<file path="config.mk">
export PLATFORM = sky130hd
export DESIGN_NAME = dbg_bus_arb
export DESIGN_NICKNAME = d
export VERILOG_FILES = /design/src/rtl/dbg_arb_pkg.sv /design/src/rtl/dbg_arb_sync.sv /design/src/rtl/dbg_arb_op_track.sv /design/src/rtl/dbg_arb_grant.sv /design/src/rtl/dbg_bus_arb.sv
export SDC_FILE = /design/constraint.sdc
export NUM_CORES = 1
export LEC_CHECK = 0
export BUFFER_PORTS_ARGS = -buffer_cell sky130_fd_sc_hd__buf_2
export CAP_MARGIN = 30
export CORE_AREA = 2 2 39 41
export DETAILED_ROUTE_END_ITERATION = 6
export DIE_AREA = 0 0 41 43
export PLACE_DENSITY_LB_ADDON = 0.12
export SLEW_MARGIN = 20
export SYNTH_ARGS = -nofsm -noshare
export SYNTH_HDL_FRONTEND = slang
export SYNTH_SLANG_ARGS = --single-unit
</file>
<file path="constraint.sdc">
create_clock -name clk_i -period 1.61 [get_ports clk_i]
set_clock_uncertainty 0.2 [all_clocks]
set_input_delay 0.161 -clock clk_i [delete_from_list [all_inputs] [get_ports clk_i]]
set_output_delay 0.161 -clock clk_i [all_outputs]
set_load 0.01 [all_outputs]
</file>
<file path="src/rtl/dbg_arb_pkg.sv">
package dbg_arb_pkg;
  localparam int unsigned STAT_W       = 2;
  localparam int unsigned STAT_EN_BIT  = 0;
  localparam int unsigned STAT_ACK_BIT = 1;

  typedef enum logic [1:0] {
    ARB_IDLE  = 2'd0,
    ARB_HELD  = 2'd1,
    ARB_GRANT = 2'd2
  } arb_state_e;
endpackage

</file>
<file path="src/rtl/dbg_arb_sync.sv">
module dbg_arb_sync #(
  parameter int unsigned STAGES = 2
) (
  input  logic clk_i,
  input  logic rst_ni,
  input  logic d_i,
  output logic q_o
);
  logic [STAGES-1:0] chain_q;

  generate
    for (genvar g = 0; g < STAGES; g++) begin : g_stage
      always_ff @(posedge clk_i or negedge rst_ni) begin
        if (!rst_ni) chain_q[g] <= 1'b0;
        else if (g == 0) chain_q[g] <= d_i;
        else chain_q[g] <= chain_q[(g == 0) ? 0 : g-1];
      end
    end
  endgenerate

  assign q_o = chain_q[STAGES-1];
endmodule

</file>
<file path="src/rtl/dbg_arb_op_track.sv">
module dbg_arb_op_track (
  input  logic clk_i,
  input  logic rst_ni,
  input  logic shift_busy_i,
  input  logic sep_valid_i,
  input  logic sep_bit_i,
  output logic op_open_o,
  output logic idle_o,
  output logic op_done_o
);
  logic op_open_q;

  assign op_done_o = sep_valid_i & sep_bit_i;

  // operation opens on shifting, closes only on a separator of 1
  always_ff @(posedge clk_i or negedge rst_ni) begin
    if (!rst_ni)           op_open_q <= 1'b0;
    else if (op_done_o)    op_open_q <= 1'b0;
    else if (shift_busy_i) op_open_q <= 1'b1;
  end

  assign op_open_o = op_open_q;
  assign idle_o    = ~op_open_q & ~shift_busy_i;
endmodule

</file>
<file path="src/rtl/dbg_arb_grant.sv">
module dbg_arb_grant
  import dbg_arb_pkg::*;
(
  input  logic clk_i,
  input  logic rst_ni,
  input  logic cfg_we_i,
  input  logic cfg_en_i,
  input  logic req_s_i,
  input  logic idle_i,
  input  logic op_done_i,
  output logic ack_o,
  output logic en_o
);
  arb_state_e state_q, state_d;
  logic       en_q;
  logic       may_grant;

  always_ff @(posedge clk_i or negedge rst_ni) begin
    if (!rst_ni)       en_q <= 1'b0;
    else if (cfg_we_i) en_q <= cfg_en_i;
  end

  assign may_grant = en_q & req_s_i & (idle_i | op_done_i);

  always_comb begin
    state_d = state_q;
    unique case (state_q)
      ARB_IDLE, ARB_HELD: begin
        if (may_grant)            state_d = ARB_GRANT;
        else if (en_q & req_s_i)  state_d = ARB_HELD;
        else                      state_d = ARB_IDLE;
      end
      ARB_GRANT: if (!req_s_i)    state_d = ARB_IDLE;
      default:                    state_d = ARB_IDLE;
    endcase
  end

  always_ff @(posedge clk_i or negedge rst_ni) begin
    if (!rst_ni) state_q <= ARB_IDLE;
    else         state_q <= state_d;
  end

  assign ack_o = (state_q == ARB_GRANT);
  assign en_o  = en_q;
endmodule

</file>
<file path="src/rtl/dbg_bus_arb.sv">
module dbg_bus_arb
  import dbg_arb_pkg::*;
#(
  parameter int unsigned SYNC_STAGES = 2
) (
  input  logic              clk_i,
  input  logic              rst_ni,
  input  logic              bus_req_i,
  input  logic              cfg_we_i,
  input  logic              cfg_en_i,
  input  logic              shift_busy_i,
  input  logic              sep_valid_i,
  input  logic              sep_bit_i,
  output logic              bus_ack_o,
  output logic              bus_granted_o,
  output logic [STAT_W-1:0] stat_o
);
  logic req_s;
  logic op_open, idle, op_done;
  logic ack, en;

  dbg_arb_sync #(.STAGES(SYNC_STAGES)) u_sync (
    .clk_i (clk_i),
    .rst_ni(rst_ni),
    .d_i   (bus_req_i),
    .q_o   (req_s)
  );

  dbg_arb_op_track u_track (
    .clk_i       (clk_i),
    .rst_ni      (rst_ni),
    .shift_busy_i(shift_busy_i),
    .sep_valid_i (sep_valid_i),
    .sep_bit_i   (sep_bit_i),
    .op_open_o   (op_open),
    .idle_o      (idle),
    .op_done_o   (op_done)
  );

  dbg_arb_grant u_grant (
    .clk_i    (clk_i),
    .rst_ni   (rst_ni),
    .cfg_we_i (cfg_we_i),
    .cfg_en_i (cfg_en_i),
    .req_s_i  (req_s),
    .idle_i   (idle),
    .op_done_i(op_done),
    .ack_o    (ack),
    .en_o     (en)
  );

  assign bus_ack_o     = ack;
  assign bus_granted_o = ack;

  always_comb begin
    stat_o               = '0;
    stat_o[STAT_EN_BIT]  = en;
    stat_o[STAT_ACK_BIT] = ack;
  end
endmodule

</file>
* Word-level counts from Yosys, hierarchy flattened
Index checks and enable logic that the tools add are counted. Widths: inputs -> output; s select.
Cells by class: equality and inequality tests 3, multiplexer cells 6, bitwise operators 7, reduce and logical (&&, ||, !) cells 3
Operators by type and width (count):
- $and 1x1->1 | 4
- $mux 2 | 2
- $pmux 2 s2 | 1
- $mux 1 | 3
- $eq 2x1->1 const B | 1
- $eq 2x2->1 const B | 1
- $logic_not 2->1 | 1
- $ne 2x2->1 const B | 1
- $not 1->1 | 2
- $reduce_bool 2->1 | 1
- $reduce_or 2->1 | 1
- $or 1x1->1 | 1
Storage, ports and cells: register bits 6, bits of input ports 8, output and inout port bits 4

* Depth between registers and ports, before layout
depth in word-level cells 6, mapped depth 2, depth with buffers taken out 2

* By module
A second synthesis with hierarchy kept.
Second synthesis, totals: cells, all modules 19, area total of the unflattened synthesis 247.7 um^2
By module, submodules not included:
- dbg_arb_grant | times used 1, cells an instance 10, area each 125.1 um^2
- dbg_arb_op_track | times used 1, cells an instance 4, area each 50.0 um^2
- dbg_arb_sync | times used 1, cells an instance 2, area each 50.0 um^2
- dbg_bus_arb | times used 1, cells an instance 3, area each 22.5 um^2

* Worst setup path after synthesis
No wires, ideal clock.
kind flip-flop to output port, start register u_grant.state_q[1], end output bus_granted_o, arrival 0.816 ns, required time 1.249 ns, setup slack 0.433 ns, stages on the path, launching flop included 3, cells stage by stage dfrtp_1 nor2b_1 buf_4
On the way: longest elaborated chain between the ends 1
RTL lines:
- from (decl) | line dbg_arb_grant.sv:14 | arb_state_e state_q, state_d;
- from (signal assigned) | line dbg_arb_grant.sv:40 | else state_q <= state_d;
- $eq 2x2->1 | line dbg_arb_grant.sv:43 | assign ack_o = (state_q == ARB_GRANT);
- to (decl) | line dbg_bus_arb.sv:15 | output logic bus_granted_o,
Every way passes these cells.

* Worst setup path after layout
start input sep_valid_i, end register u_track.op_open_q (netlist: u_track.op_open_o)
On the way: longest elaborated chain between the ends 2, elaborated cells on any way between the ends 3, classes of those cells mux (1); bitwise (1); reduce/logical (1)
RTL lines:
- from (decl) | line dbg_bus_arb.sv:12 | input logic sep_valid_i,
- $and 1x1->1 * | line dbg_arb_op_track.sv:13 | assign op_done_o = sep_valid_i & sep_bit_i;
- $mux 1 / $reduce_bool 2->1 (equally long branches)
- to (signal assigned) | line dbg_arb_op_track.sv:17 | if (!rst_ni) op_open_q <= 1'b0;
- to (signal assigned) | line dbg_arb_op_track.sv:18 | else if (op_done_o) op_open_q <= 1'b0;
- to (signal assigned) | line dbg_arb_op_track.sv:19 | else if (shift_busy_i) op_open_q <= 1'b1;
- to (decl) | line dbg_arb_op_track.sv:11 | logic op_open_q;
Mark *: on every way between the ends. The rest lies on a longest branch, timed or not. A chain may end at the register's enable or synchronous reset.

==> reports/metrics.cfg <==
[placed_design]
place_ws_ns = 0.492
post_dp_cell_area_um2 = 284
place_inst = 39
portBuffers = 11
gp_congestion = 0.549

[layout]
fin_area_um2 = 367
fin_nets = 42
final_cell_count_no_fill = 48
antenna_cells = 0
drive_above_1_share_pct = 50.0
area_growth_syn_to_layout_pct = 58.4

[timing]
fmaxAchievable_mhz = 644
finalSetupViolations = 0
grt_setup_unrepaired = no
post-route-period-util_pct = 96.4
post-route-worst-setup-slack_ns = 0.0575
hold_viol = 0
fin_crit_ns = 1.55
maxSlewViolCount = 0
fin_tns_setup_ns = 0
tightest_slew_ns = 0.220
slew_headroom_pct = 85.3

[detailed_routing]
drt_iter0_drc = 2
via_per_inst = 3.63
wirelength_um = 422
drtPass1Iterations = 2
wire_per_inst_um = 8.79
vias = 174
drcViolationCount = 0
detail-route-antenna-nets = 0

[worst_setup_path]
cp.arrival_ns = 1.53
rr_endpoint = u_track.op_open_o
r2r.worst_path.cells = 2
cpMaxStageDelayCell = dlygate4sd3_1
slowest_delay_ns = 0.56
setup.worst_path.end_class = flip-flop
worstSetupPathType = input port to flip-flop
start_kind = input port
path_max_fanout = 3
cp-endpoint = u_track.op_open_o
cpMostUsedCell = dlygate4sd3_1
cp.required_ns = 1.59
reg2reg_slack_ns = 0.23
path_cells = dlygate4sd3_1 > buf_2 > a2bb2oi_2 > dlygate4sd3_1
cp-startpoint = sep_valid_i
rr_startpoint = u_track.op_open_o

[floorplan]
placementRows = 14
ios = 12
die_w_um = 41
die_area_um2 = 1760
fp.coreArea_um2 = 1380
fp.dieH_um = 43
initial_core_util_pct = 16.7

[outcome]
status = finished clean

[logic_synthesis]
syn_area_per_cell_um2 = 15.4
yosysWarnings = 0
seq_area_frac_synth_pct = 64.9
ys_ff_latch = 6
syn-cell-area_um2 = 231
synth_top_area_share_pct = 64.9
synth.distinct_cells = 8
synth.area.top_cells = dfrtp_1 65%, buf_4 9.7%, a2bb2oi_2 6.5%
syn_inst = 15
syn-num-nets = 23
yosys.area.top_type = dfrtp_1

[clock_network]
cts_root_buffer = clkbuf_4
cts-resized-gates = 0
cts_hold_buf = 6
clk_pin_slew_ns = 0.04
postCtsSetupRepairBufs = 0
cts_tree = built
insertion_delay_ns = 0.24
numCtsBuffers = 3
cts_max_path_buffers = 2
cts.htree.levels = 1
cts_sinks = 6

[global_routing]
grt_overflow = 0
grt_pass1_wl_um = 738
antenna_found_initial = 0
grt_use_total_pct = 6.67
grt_max_degree = 7
grt_pass1_vias = 188

[power_and_ir_drop]
power.density_nw_per_um2 = 985
ir_worst_vdd_mv = 0.362
p_leak_nw = 0.179

[min_path]
min_path_type = input port to flip-flop
holdPathStages = 3

[run]
drv_cap = 0

[state kept, by name (all words and copies together), names as in the netlist]
signal	flops
u_grant.state_q	2
u_sync.q_o	1
u_track.op_open_o	1
u_grant.en_o	1
u_sync.chain_q	1
[worst min path at each step]
| stage | slack (ns) | endpoint | from |
|---|---|---|---|
| 6_report | 0.03 | u_grant.state_q[1] | sep_bit_i |
| 5_1_grt | 0.03 | u_grant.state_q[1] | sep_bit_i |
| 4_1_cts | 0.03 | u_grant.state_q[1] | sep_bit_i |
| 3_5_place_dp | -0.21 | u_track.op_open_o | rst_ni |
| 3_3_place_gp | -0.21 | u_track.op_open_o | rst_ni |
| 2_1_floorplan | -0.33 | u_grant.en_o | rst_ni |
[stage by stage]
stage	util [%]	power, W	hold WS, ns
2_1_floorplan	-	0.000202	-0.335
3_3_place_gp	20.5	0.000215	-0.208
3_5_place_dp	20.5	0.000216	-0.206
4_1_cts	26.5	0.000371	0.0275
5_1_grt	26.5	0.000392	0.0344
6_report	26.5	0.000361	0.0266
[where the power goes]
| group | total (W) | switching [W] | internal, W |
|---|---|---|---|
| Combinational | 0.0000555 | 0.0000213 | 0.0000342 |
| Sequential | 0.000169 | 0.00000645 | 0.000163 |
| Clock | 0.000136 | 0.0000519 | 0.0000842 |
[layout make-up]
cell class,count,area [µm²]
repair buffers,17,115
multi-input cells,6,58.8
fillers,155,1020
clock buffers,3,22.5
well taps,16,20.0
flip-flops and latches,6,150
[layer usage]
layer | wire length (µm) | up-vias | share of wire (%) | track usage, %
met1 | 189 | 81 | 45 | 8.55
met4 | 0 | 0 | 0 | 6.00
met3 | 31 | 0 | 7.3 | 3.14
met2 | 201 | 8 | 48 | 7.81
met5 | 0 | - | 0 | 0
li1 | - | 85 | - | -
[synth_stat cells]
cell       n
nor2b_1    1
nand3b_1   1
a2bb2oi_2  1
mux2_2     1
o2bb2ai_1  1
dfrtp_1    6
and4b_1    1
buf_4      3
[worst max-delay path: cells and delay by family]
family | cells | cell delay (ns)
compound gates | 1 | 0.15
buf+inv | 3 | 1.21
[cell families after synthesis]
logic type | after synthesis | share of synthesized area, %
compound gates | 2 | 10.3
buf+inv | 3 | 9.73
flops | 6 | 64.9
mux | 1 | 4.86
simple gates | 3 | 10.3
[cells in the final DEF, fill, tap and decap left out, drive strengths merged]
master	instances
o2bb2ai	1
nand3b	1
and4b	1
buf	11
nor2b	1
clkbuf	3
mux2	1
dfrtp	6
a2bb2oi	1
dlygate4sd3	6
No activity file was read; power rests on OpenSTA's default activity.
